[config.mk]
export PLATFORM = sky130hd
export DESIGN_NAME = pulse_train_gen
export DESIGN_NICKNAME = d
export VERILOG_FILES = /design/src/rtl/pgen_pkg.sv /design/src/rtl/pgen_tick_sel.sv /design/src/rtl/pgen_counter.sv /design/src/rtl/pulse_train_gen.sv
export SDC_FILE = /design/constraint.sdc
export NUM_CORES = 1
export LEC_CHECK = 0
export BUFFER_PORTS_ARGS = -buffer_cell sky130_fd_sc_hd__clkbuf_2
export CAP_MARGIN = 20
export CORE_AREA = 2 2 69 71
export CTS_CLUSTER_DIAMETER = 50
export CTS_CLUSTER_SIZE = 16
export DETAILED_ROUTE_END_ITERATION = 8
export DIE_AREA = 0 0 71 73
export GPL_TIMING_DRIVEN = 0
export MAX_ROUTING_LAYER = met4
export PLACE_DENSITY_LB_ADDON = 0.3
export SYNTH_ARGS = -nofsm -noshare
export SYNTH_HDL_FRONTEND = slang
export SYNTH_SLANG_ARGS = --single-unit
[constraint.sdc]
create_clock -name clk -period 2.3 [get_ports clk]
set_clock_uncertainty 0.05 [all_clocks]
set_input_delay 0.69 -clock clk [delete_from_list [all_inputs] [get_ports clk]]
set_output_delay 0.69 -clock clk [all_outputs]
set_load 0.1 [all_outputs]
[src/rtl/pgen_pkg.sv]
// Package: shared parameters and the latched configuration type for the
// pulse train generator. Assumes counts no wider than 16 bits.
package pgen_pkg;
    localparam int CNT_W = 8;

    typedef struct packed {
        logic [CNT_W-1:0] on_lim;
        logic [CNT_W-1:0] prd_lim;
        logic             on_slow;
        logic             prd_slow;
    } pgen_shadow_t;
endpackage

[src/rtl/pgen_tick_sel.sv]
// Module: picks the fast or slow strobe for one counter.
// Assumes both strobes are single-cycle pulses in the clk domain.
module pgen_tick_sel (
    input  logic sel_slow,
    input  logic tick_fast,
    input  logic tick_slow,
    output logic tick_out
);
    // Purpose: pass only the selected strobe, drop the other.
    always_comb begin
        tick_out = sel_slow ? tick_slow : tick_fast;
    end
endmodule

[src/rtl/pgen_counter.sv]
// Module: up counter with synchronous clear and advance strobe.
// Assumes clear has priority over advance; no wrap handling is needed
// because the caller bounds the count.
module pgen_counter #(
    parameter int W = 8
) (
    input  logic         clk,
    input  logic         rst_n,
    input  logic         clr,
    input  logic         adv,
    output logic [W-1:0] count
);
    // Purpose: hold, clear or step the tick count.
    always_ff @(posedge clk) begin
        if (!rst_n)   count <= '0;
        else if (clr) count <= '0;
        else if (adv) count <= count + 1'b1;
    end
endmodule

[src/rtl/pulse_train_gen.sv]
// Module: one pulse train channel with separate on-time and period
// timebases. Assumes tick strobes are single-cycle and synchronous to clk.
// Counts and tick selects are latched at each period start; enable,
// polarity and the illegal-selection check act combinationally.
module pulse_train_gen #(
    parameter int CNT_W = pgen_pkg::CNT_W
) (
    input  logic             clk,
    input  logic             rst_n,
    input  logic             tick_fast_i,
    input  logic             tick_slow_i,
    input  logic             cfg_enable,
    input  logic             cfg_invert,
    input  logic             cfg_on_slow,
    input  logic             cfg_prd_slow,
    input  logic [CNT_W-1:0] cfg_on_count,
    input  logic [CNT_W-1:0] cfg_prd_count,
    output logic             pulse_o,
    output logic             cfg_error_o
);
    localparam int EXT_W = CNT_W + 1;

    typedef struct packed {
        logic [CNT_W-1:0] on_lim;
        logic [CNT_W-1:0] prd_lim;
        logic             on_slow;
        logic             prd_slow;
    } shadow_t;

    shadow_t          sh_q;
    logic             run_q;
    logic             cfg_bad;
    logic             go;
    logic             on_tick;
    logic             prd_tick;
    logic             period_end;
    logic             reload;
    logic             cnt_clr;
    logic             on_adv;
    logic             full_on;
    logic             level_on;
    logic [CNT_W-1:0] on_cnt;
    logic [CNT_W-1:0] prd_cnt;

    // Purpose: flag the unsupported slow-on / fast-period selection.
    always_comb begin
        cfg_bad = cfg_on_slow & ~cfg_prd_slow;
        go      = cfg_enable & ~cfg_bad;
    end

    pgen_tick_sel u_on_sel (
        .sel_slow  (sh_q.on_slow),
        .tick_fast (tick_fast_i),
        .tick_slow (tick_slow_i),
        .tick_out  (on_tick)
    );

    pgen_tick_sel u_prd_sel (
        .sel_slow  (sh_q.prd_slow),
        .tick_fast (tick_fast_i),
        .tick_slow (tick_slow_i),
        .tick_out  (prd_tick)
    );

    // Purpose: detect period expiry; a zero limit behaves as one tick.
    always_comb begin
        period_end = run_q & prd_tick &
                     (({1'b0, prd_cnt} + EXT_W'(1)) >= {1'b0, sh_q.prd_lim});
        reload     = (go & ~run_q) | period_end;
        cnt_clr    = ~run_q | period_end;
        on_adv     = run_q & on_tick & (on_cnt < sh_q.on_lim);
    end

    // Purpose: track whether the train is running.
    always_ff @(posedge clk) begin
        if (!rst_n) run_q <= 1'b0;
        else        run_q <= go;
    end

    // Purpose: latch counts and tick selects at each period start.
    always_ff @(posedge clk) begin
        if (!rst_n) begin
            sh_q <= '0;
        end else if (reload) begin
            sh_q.on_lim   <= cfg_on_count;
            sh_q.prd_lim  <= cfg_prd_count;
            sh_q.on_slow  <= cfg_on_slow;
            sh_q.prd_slow <= cfg_prd_slow;
        end
    end

    pgen_counter #(.W(CNT_W)) u_on_cnt (
        .clk   (clk),
        .rst_n (rst_n),
        .clr   (cnt_clr),
        .adv   (on_adv),
        .count (on_cnt)
    );

    pgen_counter #(.W(CNT_W)) u_prd_cnt (
        .clk   (clk),
        .rst_n (rst_n),
        .clr   (cnt_clr),
        .adv   (run_q & prd_tick),
        .count (prd_cnt)
    );

    // Purpose: form the on level and apply polarity.
    always_comb begin
        full_on     = sh_q.on_lim >= sh_q.prd_lim;
        level_on    = go & run_q & (sh_q.on_lim != '0) &
                      (full_on | (on_cnt < sh_q.on_lim));
        pulse_o     = cfg_invert ^ level_on;
        cfg_error_o = cfg_bad;
    end
endmodule

==> results.yml <==
finish:
  layout-drive-gt1-share_pct: 35.5
  fin_nets: 358
  layout.cells.non_filler: 364
  num_antenna_cells: 0
  fill_cells: 334
  finalInstanceArea_mm2: 0.00302
  syn_to_final_growth_pct: 37.1
cts:
  clock-sinks: 35
  ctsHoldBuffers: 0
  htreeDepth: 2
  cts_tree: "yes"
  clk_latency_ps: 290
  cts_made_buffers: 5
  cts_max_path_buffers: 2
  path_clk_slew_ps: 70
  root_buffer: "clkbuf_8"
sta:
  layout_setup_ws_ps: -637
  slew_violations: 0
  setup_violations: 32
  hold_violations: 0
  rsz0062_at_grt: "true"
  tightest_slew_ps: 537
  fmax_mhz: 341
  fin_crit_sh_pct: 128
  fin_hold_ws_ps: 421
  layout_min_cycle_time_ps: 2940
  relSlewSlack_pct: 64.4
grt:
  overflow: 0
  grt.total_usage_pct: 22.5
  grt_first_pass_wirelength_mm: 8.85
  grt_pass1_vias: 1945
  antenna_found_initial: 0
  grt_max_degree: 12
hold_path:
  hp-class: "reg2reg"
  min_from: "sh_q[6]"
  whs_endpoint: "sh_q[6]"
  worstHoldPathCells: 2
die:
  die_area_mm2: 0.00518
  io_pins: 26
  core_mm2: 0.00454
  fp.dieW_um: 71
  rows: 25
  initial_core_util_pct: 48.6
  fp.dieH_um: 73
status:
  violations: "setup timing"
  status: "finished, violations left"
drt:
  vias: 1985
  drtPass1Iterations: 4
  drt-vias-per-instance: 5.45
  ant_nets: 0
  drc: 0
  drt_iter0_drc: 151
  wirelength_mm: 5.64
  wl_per_cell_um: 15.5
power_and_ir_drop:
  swShare_pct: 28.3
  finalPower_w: 0.00164
  intPower_w: 0.00117
  p_sw_w: 0.000462
  irDropWorstVdd_mv: 0.370
  sequentialPowerShare_pct: 39.9
  power.leakage_nw: 1.29
  combPwrFrac_pct: 24.1
  clockPowerShare_pct: 36.0
  power_density_mw_per_mm2: 541
place:
  place_inst: 336
  pre_cts_slack_ps: -606
  dpl.hpwl_mm: 3.40
  placed_area_mm2: 0.00249
  portBuffers: 25
  gp_congestion: 0.833
setup_path:
  critPathSlowestCell: "or3_4"
  worstPathArrival_ps: 2200
  rrSetupSlack_ps: -170
  cp-end-kind: "output port"
  cp_max_fo: 3
  path_cells: "inv_1 > ha_1 > nand4_1 > or3_4 > a31oi_4 > xor2_4 > clkbuf_16"
  worstPathRequired_ps: 1560
  slowest_delay_ps: 400
  crit_path_start_kind: "register"
  r2r_cells: 13
  critPathKind: "reg2out"
  worstReg2RegEnd: "sh_q[16]"
  r2r-start: "u_prd_cnt.count[0]"
synthesis:
  synth_flop_cell: "dfxtp_1"
  netlist_top_cells_count: "49 x nand2_1, 35 x dfxtp_1, 25 x ha_1"
  synth-compound-area-share_pct: 11.9
  synth_top_area_cell: "dfxtp_1"
  synthMuxAreaShare_pct: 9.59
  synth-adder-area-share_pct: 14.2
  synth.distinct_cells: 43
  syn_nets: 306
  synthSimpleGateAreaFrac_pct: 20.9
  yosysWarnings: 0
  yosys.area.top_type_share_pct: 31.8
  syn-mean-instance-area_um2: 8.58
  ys_ff_latch: 35
  syn_inst: 257
  ys_async_sr_fraction_pct: 0
  synth.most_common_cell: "nand2_1"
  synth_edf_count: 0
  synth_top_family_by_area: "simple AND/OR/NAND/NOR gates"
  synth_area_leaders: "dfxtp_1 32%, ha_1 14%, mux2i_1 9.1%, nand2_1 8.3%, xor2_1 3.2%"
  synth_xor_area_share_pct: 5.56
  syn_area_mm2: 0.00221
  seq_area_frac_synth_pct: 31.8
job:
  maxCapViolCount: 0
## cell type report
type | instances | area [um2] | area share [%]
Clock buffer | 6 | 82.6 | 2.73
Tap cell | 54 | 67.6 | 2.23
Sequential cell | 35 | 729 | 24.1
Buffer | 10 | 87.6 | 2.90
Inverter | 17 | 66.3 | 2.19
Clock inverter | 2 | 35.0 | 1.16
Timing Repair Buffer | 45 | 344 | 11.4
Multi-Input combinational cell | 195 | 1610 | 53.3
## stage by stage
stage	TNS (ps)	utilization, %
2_1_floorplan	-454	-
6_report	-2830	66.7
3_5_place_dp	-4760	54.8
3_3_place_gp	-4020	54.8
5_1_grt	-8300	66.7
4_1_cts	-4560	63.9
## worst max path at each step
stage                 startpoint  endpoint  slack (ps)
4_1_cts        u_on_cnt.count[2]   pulse_o        -610
3_3_place_gp            sh_q[10]   pulse_o        -590
3_5_place_dp            sh_q[10]   pulse_o        -610
5_1_grt                  sh_q[9]   pulse_o        -720
6_report                 sh_q[9]   pulse_o        -640
2_1_floorplan           sh_q[15]   pulse_o        -440
## layout by cell type (no fill, tap or decap), types with 3 or more instances in the layout
master / synthesis / routed
buf_12: 0 / 3
a21oi_2: 1 / 8
dfxtp_2: 0 / 5
mux2i_1: 20 / 20
xnor2_1: 6 / 5
a21oi_1: 13 / 5
inv_1: 17 / 14
clkbuf_8: 0 / 6
xor2_1: 8 / 6
ha_4: 0 / 6
or4_1: 5 / 5
nor2_1: 14 / 14
buf_6: 3 / 10
ha_1: 25 / 19
and3_1: 5 / 4
nand3_1: 6 / 4
dfxtp_1: 35 / 24
clkbuf_1: 5 / 5
nand2_1: 49 / 49
dfxtp_4: 0 / 6
o31ai_1: 6 / 6
o21ai_0: 7 / 3
buf_4: 0 / 10
clkbuf_2: 0 / 24
## state kept, by name, summed over array words and instances (netlist names)
register and cells:
u_prd_cnt.count 8, u_on_cnt.count 8, run_q 1, sh_q 18
## kinds of logic after synthesis
logic type,count (synthesis)
flops,35
simple gates,97
buf+inv,27
xor+xnor,14
mux,21
compound gates,38
fa+ha+maj,25
## power groups by stage
| stage | clock, W | sequential, W | combinational, W |
|---|---|---|---|
| final | 0.000589 | 0.000653 | 0.000394 |
| after floorplan | 0 | 0.000661 | 0.000205 |
| after CTS | 0.000595 | 0.000651 | 0.000359 |
| after detailed placement | 0 | 0.000668 | 0.000265 |
| after global routing | 0.000625 | 0.000656 | 0.000427 |
| after global placement | 0 | 0.000667 | 0.000261 |
## metal layers
metal  vias up  routed length, um  track usage (%)
met5         -                  0                -
li1        993                  -                -
met1       908               2500             26.2
met2        61               2720             38.0
met4         0                178             8.60
met3        23                239             4.97
## repair_timing
| action | in CTS | in global routing |
|---|---|---|
| gates cloned | 1 | 1 |
| setup endpoints to repair | 29 | 35 |
| resized for setup | 34 | 23 |
| setup buffers | 15 | 6 |
| pin swaps | 10 | 9 |
## worst max-delay path: cells and delay by family (launching register included)
kind | cells | cell delay (ps)
compound gates | 1 | 250
simple gates | 2 | 510
flops | 1 | 350
buf+inv | 2 | 290
xor+xnor | 1 | 170
fa+ha+maj | 1 | 330
Note: power is estimated with default switching activity, not from simulation.
